==> src/rtl/sync_slot_pkg.sv <==
package sync_slot_pkg;

   typedef enum logic {
      KIND_ALIGN   = 1'b0,
      KIND_MESSAGE = 1'b1
   } frame_kind_e;

   // Odd frame numbers carry the alignment pattern, even ones the message word.
   function automatic frame_kind_e kind_of(input logic lsb);
      return lsb ? KIND_ALIGN : KIND_MESSAGE;
   endfunction

endpackage

==> src/rtl/sync_slot_frame_ctr.sv <==
module sync_slot_frame_ctr
   import sync_slot_pkg::*;
#(
   parameter int FRAMES = 16,
   localparam int CNT_W = $clog2(FRAMES + 1)
) (
   input  logic             clk,
   input  logic             rst_n,
   input  logic             adv,
   output logic [CNT_W-1:0] cnt,
   output frame_kind_e      cur_kind,
   output frame_kind_e      nxt_kind,
   output logic             wrap_pulse
);

   localparam logic [CNT_W-1:0] FIRST = CNT_W'(1);
   localparam logic [CNT_W-1:0] LAST  = CNT_W'(FRAMES);

   if (FRAMES < 2 || (FRAMES % 2) != 0) begin : g_bad_frames
      $error("FRAMES must be even and at least 2");
   end

   logic [CNT_W-1:0] cnt_q;
   logic [CNT_W-1:0] cnt_nxt;
   logic             at_last;
   logic             wrap_q;

   assign at_last = (cnt_q == LAST);
   assign cnt_nxt = at_last ? FIRST : cnt_q + FIRST;

   always_ff @(posedge clk or negedge rst_n) begin
      if (!rst_n) begin
         cnt_q  <= FIRST;
         wrap_q <= 1'b0;
      end else begin
         wrap_q <= adv && at_last;
         if (adv) begin
            cnt_q <= cnt_nxt;
         end
      end
   end

   assign cnt        = cnt_q;
   assign cur_kind   = kind_of(cnt_q[0]);
   assign nxt_kind   = kind_of(cnt_nxt[0]);
   assign wrap_pulse = wrap_q;

   a_r2_range: assert property (@(posedge clk) disable iff (!rst_n)
      (cnt_q >= FIRST) && (cnt_q <= LAST));
   a_r2_step: assert property (@(posedge clk) disable iff (!rst_n)
      (adv && !at_last) |=> (cnt_q == $past(cnt_q) + FIRST));
   a_r2_hold: assert property (@(posedge clk) disable iff (!rst_n)
      !adv |=> $stable(cnt_q));
   a_r3_wrap: assert property (@(posedge clk) disable iff (!rst_n)
      (adv && at_last) |=> (cnt_q == FIRST) && wrap_q);
   a_r3_single: assert property (@(posedge clk) disable iff (!rst_n)
      wrap_q |=> !wrap_q);

endmodule

==> src/rtl/sync_slot_word_build.sv <==
module sync_slot_word_build
   import sync_slot_pkg::*;
#(
   parameter int                  WORD_W     = 8,
   parameter int                  SVC_W      = 4,
   parameter logic [WORD_W-2:0]   ALIGN_BITS = 7'b0011011
) (
   input  logic              clk,
   input  logic              rst_n,
   input  logic              load,
   input  frame_kind_e       kind,
   input  logic              x_bit,
   input  logic              flag_d,
   input  logic              flag_n,
   input  logic [SVC_W-1:0]  svc,
   output logic [WORD_W-1:0] word_q
);

   if (WORD_W != SVC_W + 4) begin : g_bad_width
      $error("WORD_W must equal SVC_W + 4");
   end

   logic [WORD_W-1:0] word_r;
   logic [WORD_W-2:0] body;

   always_comb begin
      if (kind == KIND_MESSAGE) begin
         body = {1'b1, flag_d, flag_n, svc};
      end else begin
         body = ALIGN_BITS;
      end
   end

   always_ff @(posedge clk or negedge rst_n) begin
      if (!rst_n) begin
         word_r <= {1'b1, ALIGN_BITS};
      end else if (load) begin
         word_r <= {x_bit, body};
      end
   end

   assign word_q = word_r;

   a_r6_hold: assert property (@(posedge clk) disable iff (!rst_n)
      !load |=> $stable(word_r));
   a_r7_lead: assert property (@(posedge clk) disable iff (!rst_n)
      load |=> (word_r[WORD_W-1] == $past(x_bit)));

endmodule

==> src/rtl/sync_slot_serializer.sv <==
module sync_slot_serializer #(
   parameter int WORD_W    = 8,
   parameter bit MSB_FIRST = 1'b1,
   localparam int IDX_W    = $clog2(WORD_W)
) (
   input  logic              clk,
   input  logic              rst_n,
   input  logic              restart,
   input  logic              step,
   input  logic [WORD_W-1:0] word,
   output logic              ser_bit
);

   localparam logic [IDX_W-1:0] IDX_LAST = IDX_W'(WORD_W - 1);

   logic [IDX_W-1:0] idx_q;
   logic [IDX_W-1:0] pos;

   always_ff @(posedge clk or negedge rst_n) begin
      if (!rst_n) begin
         idx_q <= '0;
      end else if (restart) begin
         idx_q <= '0;
      end else if (step && (idx_q != IDX_LAST)) begin
         idx_q <= idx_q + IDX_W'(1);
      end
   end

   if (MSB_FIRST) begin : g_msb
      assign pos = IDX_LAST - idx_q;
   end else begin : g_lsb
      assign pos = idx_q;
   end

   assign ser_bit = word[pos];

   a_r9_restart: assert property (@(posedge clk) disable iff (!rst_n)
      restart |=> (idx_q == '0));
   a_r8_saturate: assert property (@(posedge clk) disable iff (!rst_n)
      (!restart && (idx_q == IDX_LAST)) |=> (idx_q == IDX_LAST));
   a_r8_idle: assert property (@(posedge clk) disable iff (!rst_n)
      (!restart && !step) |=> $stable(idx_q));

endmodule

==> src/rtl/sync_slot_word_gen.sv <==
module sync_slot_word_gen
   import sync_slot_pkg::*;
#(
   parameter int                FRAMES     = 16,
   parameter int                SVC_W      = 4,
   parameter bit                USE_CRC    = 1'b1,
   localparam int               WORD_W     = SVC_W + 4,
   parameter logic [WORD_W-2:0] ALIGN_BITS = 7'b0011011
) (
   input  logic              clk,
   input  logic              rst_n,
   input  logic              frame_strobe,
   input  logic              bit_en,
   input  logic              crc_bit,
   input  logic              crc_off,
   input  logic              alarm_d,
   input  logic              alarm_n,
   input  logic [SVC_W-1:0]  service_bits,
   output logic [WORD_W-1:0] slot_word,
   output logic              slot_serial,
   output logic              mf_start
);

   localparam int CNT_W = $clog2(FRAMES + 1);

   logic [CNT_W-1:0] cnt;
   frame_kind_e      cur_kind;
   frame_kind_e      nxt_kind;
   logic             x_sel;

   if (USE_CRC) begin : g_crc
      assign x_sel = crc_off ? 1'b1 : crc_bit;
   end else begin : g_nocrc
      assign x_sel = 1'b1;
   end

   sync_slot_frame_ctr #(.FRAMES(FRAMES)) i_ctr (
      .clk        (clk),
      .rst_n      (rst_n),
      .adv        (frame_strobe),
      .cnt        (cnt),
      .cur_kind   (cur_kind),
      .nxt_kind   (nxt_kind),
      .wrap_pulse (mf_start)
   );

   sync_slot_word_build #(
      .WORD_W     (WORD_W),
      .SVC_W      (SVC_W),
      .ALIGN_BITS (ALIGN_BITS)
   ) i_build (
      .clk    (clk),
      .rst_n  (rst_n),
      .load   (frame_strobe),
      .kind   (nxt_kind),
      .x_bit  (x_sel),
      .flag_d (alarm_d),
      .flag_n (alarm_n),
      .svc    (service_bits),
      .word_q (slot_word)
   );

   sync_slot_serializer #(.WORD_W(WORD_W), .MSB_FIRST(1'b1)) i_ser (
      .clk     (clk),
      .rst_n   (rst_n),
      .restart (frame_strobe),
      .step    (bit_en),
      .word    (slot_word),
      .ser_bit (slot_serial)
   );

   // Cross-checks between the counter state and the latched word.
   a_r4_align: assert property (@(posedge clk) disable iff (!rst_n)
      (cur_kind == KIND_ALIGN) |-> (slot_word[WORD_W-2:0] == ALIGN_BITS));
   a_r5_marker: assert property (@(posedge clk) disable iff (!rst_n)
      (cur_kind == KIND_MESSAGE) |-> slot_word[WORD_W-2]);
   a_r7_forced: assert property (@(posedge clk) disable iff (!rst_n)
      (frame_strobe && crc_off) |=> slot_word[WORD_W-1]);
   a_r8_first: assert property (@(posedge clk) disable iff (!rst_n)
      frame_strobe |=> (slot_serial == slot_word[WORD_W-1]));
   a_r10_frame1: assert property (@(posedge clk) disable iff (!rst_n)
      mf_start |-> (cnt == CNT_W'(1)));

endmodule

==> config.mk <==
export PLATFORM = sky130hd
export DESIGN_NAME = sync_slot_word_gen
export DESIGN_NICKNAME = d
export VERILOG_FILES = /design/src/rtl/sync_slot_pkg.sv /design/src/rtl/sync_slot_frame_ctr.sv /design/src/rtl/sync_slot_word_build.sv /design/src/rtl/sync_slot_serializer.sv /design/src/rtl/sync_slot_word_gen.sv
export SDC_FILE = /design/constraint.sdc
export NUM_CORES = 1
export LEC_CHECK = 0
export ABC_AREA = 1
export BUFFER_PORTS_ARGS = -buffer_cell sky130_fd_sc_hd__buf_2
export CORE_MARGIN = 3
export CORE_UTILIZATION = 36
export DETAILED_ROUTE_END_ITERATION = 10
export HOLD_SLACK_MARGIN = 0.08
export MAX_ROUTING_LAYER = met4
export PLACE_DENSITY = 0.55
export SETUP_SLACK_MARGIN = 0.2
export SLEW_MARGIN = 40
export SYNTH_ARGS = -nofsm -noshare
export SYNTH_HDL_FRONTEND = slang
export SYNTH_SLANG_ARGS = --single-unit
==> constraint.sdc <==
create_clock -name clk -period 1.9 [get_ports clk]
set_input_delay 0.19 -clock clk [delete_from_list [all_inputs] [get_ports clk]]
set_output_delay 0.19 -clock clk [all_outputs]
set_load 0.03 [all_outputs]
==> impl_metrics.json <==
{
  "grt_max_degree": 18,
  "tritoncts": "done",
  "status": "complete, no violations",
  "crit_slowest_cell": "dfrtp_2",
  "layout.nets": 141,
  "r2r_end": "i_ser.idx_q[0]",
  "wirelength_um": 1650,
  "die_x_um": 54.0,
  "period_share": 0.821,
  "min_path_cells": 3,
  "finClkSkew_ns": 0.00998,
  "min_path_type": "in -> reg",
  "rsz0062_at_grt": "false",
  "dieArea_um2": 2910,
  "port_buffers": 21,
  "syn-cell-area_um2": 828,
  "min_period_ns": 1.56,
  "cp.required_ns": 1.71,
  "hpwlAfterDp_um": 1280,
  "drive_above_1_share": 0.282,
  "drc": 0,
  "yosysSeqAreaShare": 0.523,
  "track_usage": 0.141,
  "cts_setup_buffers": 0,
  "synthTopCellsByArea": "dfrtp_1 33%, dfstp_2 19%, nand2_1 9.1%",
  "synthDominantCellAreaShare": 0.332,
  "drtAntennaViolNets": 0,
  "regArea_um2": 434,
  "synth_nets": 115,
  "yosys.area.top_type": "dfrtp_1",
  "end_kind": "output port",
  "r2r_slack_ns": 0.60,
  "timing.rr.start": "i_ser.idx_q[0]",
  "cp-endpoint": "slot_serial",
  "start_util": 0.402,
  "start_kind": "register",
  "antenna_found_initial": 0,
  "cp.buffers_inverters": 2,
  "max_clock_freq_ghz": 0.641,
  "worst_slew_pin_slew_ns": 0.378,
  "cts_sinks": 17,
  "setup.worst_path.class": "reg -> out",
  "die_h_um": 54.0,
  "fin_total_pwr_mw": 1.02,
  "critPathLaunch": "i_ser.idx_q[0]",
  "cellPowerDensity_nw_per_um2": 1020,
  "diodes": 0,
  "netlist_instances": 99,
  "viasPerCell": 4.64,
  "synth_seq_cells": 17,
  "setup_viol": 0,
  "yosysWarnings": 0,
  "htreeDepth": 1,
  "rows": 16,
  "coreArea_um2": 2060,
  "gr-total-overflow": 0,
  "final_cell_mix": "21 x buf_2, 20 x nand2_1, 17 x inv_1",
  "drv_slew": 0,
  "vias": 700,
  "syn_avg_cell_area_um2": 8.37,
  "hold_viol": 0,
  "synthDistinctLibCells": 16,
  "cts-root-buf": "clkbuf_4",
  "final_common_cell": "buf_2",
  "cp_max_fo": 6,
  "gp_congestion": 0.887,
  "grt_pass1_wl_um": 2840,
  "fin_hold_ws_ns": 0.112,
  "max-slew-margin-rel": 0.748,
  "grt_pass1_vias": 680,
  "multi_input_area_um2": 320,
  "post-route-util": 0.484,
  "ir_drop_uv": 652,
  "cpPeakStageDelay_ns": 0.46,
  "cp_num_cells": 7,
  "io_pins": 22,
  "wl_per_cell_um": 10.9,
  "clk_latency_ns": 0.29,
  "cts_made_buffers": 3,
  "worstPathArrival_ns": 1.37,
  "cp_common_cell": "nand2_1",
  "cts.clk_slew.worst_paths_ns": 0.10,
  "final_area_um2": 998,
  "placed_area_um2": 960,
  "crit_chain": "inv_1 -> nand2_1 -> nand3_1 -> nand2_1 -> nand2_1 -> nand2_1 -> buf_2",
  "first_pass_iters": 4,
  "p_leak_nw": 0.552,
  "drt_iter0_drc": 7,
  "maxCapViolations": 0,
  "clock_path_buffers": 2,
  "tns_ns": 0,
  "area_growth_pct": 20.5,
  "critPathTopFamily": "flip-flops",
  "n_fill_cell": 208,
  "reg2reg_depth": 5
}
[power by group]
part | switching [mW] | internal, mW
logic | 0.204 | 0.108
registers | 0.0588 | 0.457
clock network | 0.113 | 0.0783
total | 0.377 | 0.643
[worst register-to-register path, stage by stage (launching register included)]
cell     delay, ns
dfrtp_2       0.46
ha_1          0.21
ha_1          0.20
nor2_1        0.18
nand3_1       0.09
o21ai_0       0.08
[metrics by stage]
stage / std cells / setup WS, ns
floorplan: 99 / 0.604
global placement: 146 / 0.672
detailed placement: 146 / 0.620
CTS: 151 / 0.298
global route: 151 / 0.218
finish: 151 / 0.340
[routing by layer]
metal  track usage  routed length (um)  up-vias  share of wire
li1              -                   -      360              -
met1         0.164                 757      315           0.46
met2         0.228                 751       23           0.46
met3        0.0582                 125        2          0.076
met4        0.0255                  14        0         0.0085
met5             -                   0        -              0
[cell usage after synthesis]
cell and instances:
a21oi_1 5, buf_4 1, dfrtp_1 11, dfstp_2 6, ha_1 4, inv_1 17
inv_2 1, nand2_1 20, nand2_2 1, nand3_1 10, nand4_1 1, nor2_1 10
o21a_1 1, o21ai_0 9, o21ai_2 1, xor2_1 1
[layout make-up]
class	instances	area share
Sequential cell	17	0.435
Clock inverter	1	0.00501
Clock buffer	3	0.0226
Multi-Input combinational cell	63	0.321
Tap cell	27	0.0338
Inverter	18	0.0677
Timing Repair Buffer	22	0.115
[how the worst min path moves through the flow]
stage | from | to | slack [ns]
floorplan | rst_n | i_build.word_q[2] | -0.11
global placement | rst_n | i_ser.idx_q[2] | 0.14
detailed placement | rst_n | i_ser.idx_q[2] | 0.13
CTS | alarm_d | i_build.word_q[5] | 0.10
global route | alarm_d | i_build.word_q[5] | 0.11
finish | alarm_d | i_build.word_q[5] | 0.11
[state kept, by name, indices dropped and copies added, names as in the netlist]
register,cells
i_ser.idx_q,3
i_build.word_q,8
i_ctr.cnt,5
i_ctr.wrap_pulse,1
[cells by family after synthesis]
| kind of cell | count (synthesis) | share of synthesized area |
|---|---|---|
| DFF | 17 | 0.523 |
| adders and majority gates | 4 | 0.0604 |
| and+or+nand+nor | 42 | 0.211 |
| xor gates and xnor gates | 1 | 0.0106 |
| buffers and inverters | 19 | 0.0906 |
| AOI/OAI and AO/OA | 16 | 0.104 |
[repair_timing]
action,4_1_cts,5_1_grt
hold endpoints to repair,11,0
gates resized for setup,0,1
hold buffers,1,0
endpoints found under the setup margin,0,1
Note: power is estimated with default switching activity, not from simulation.
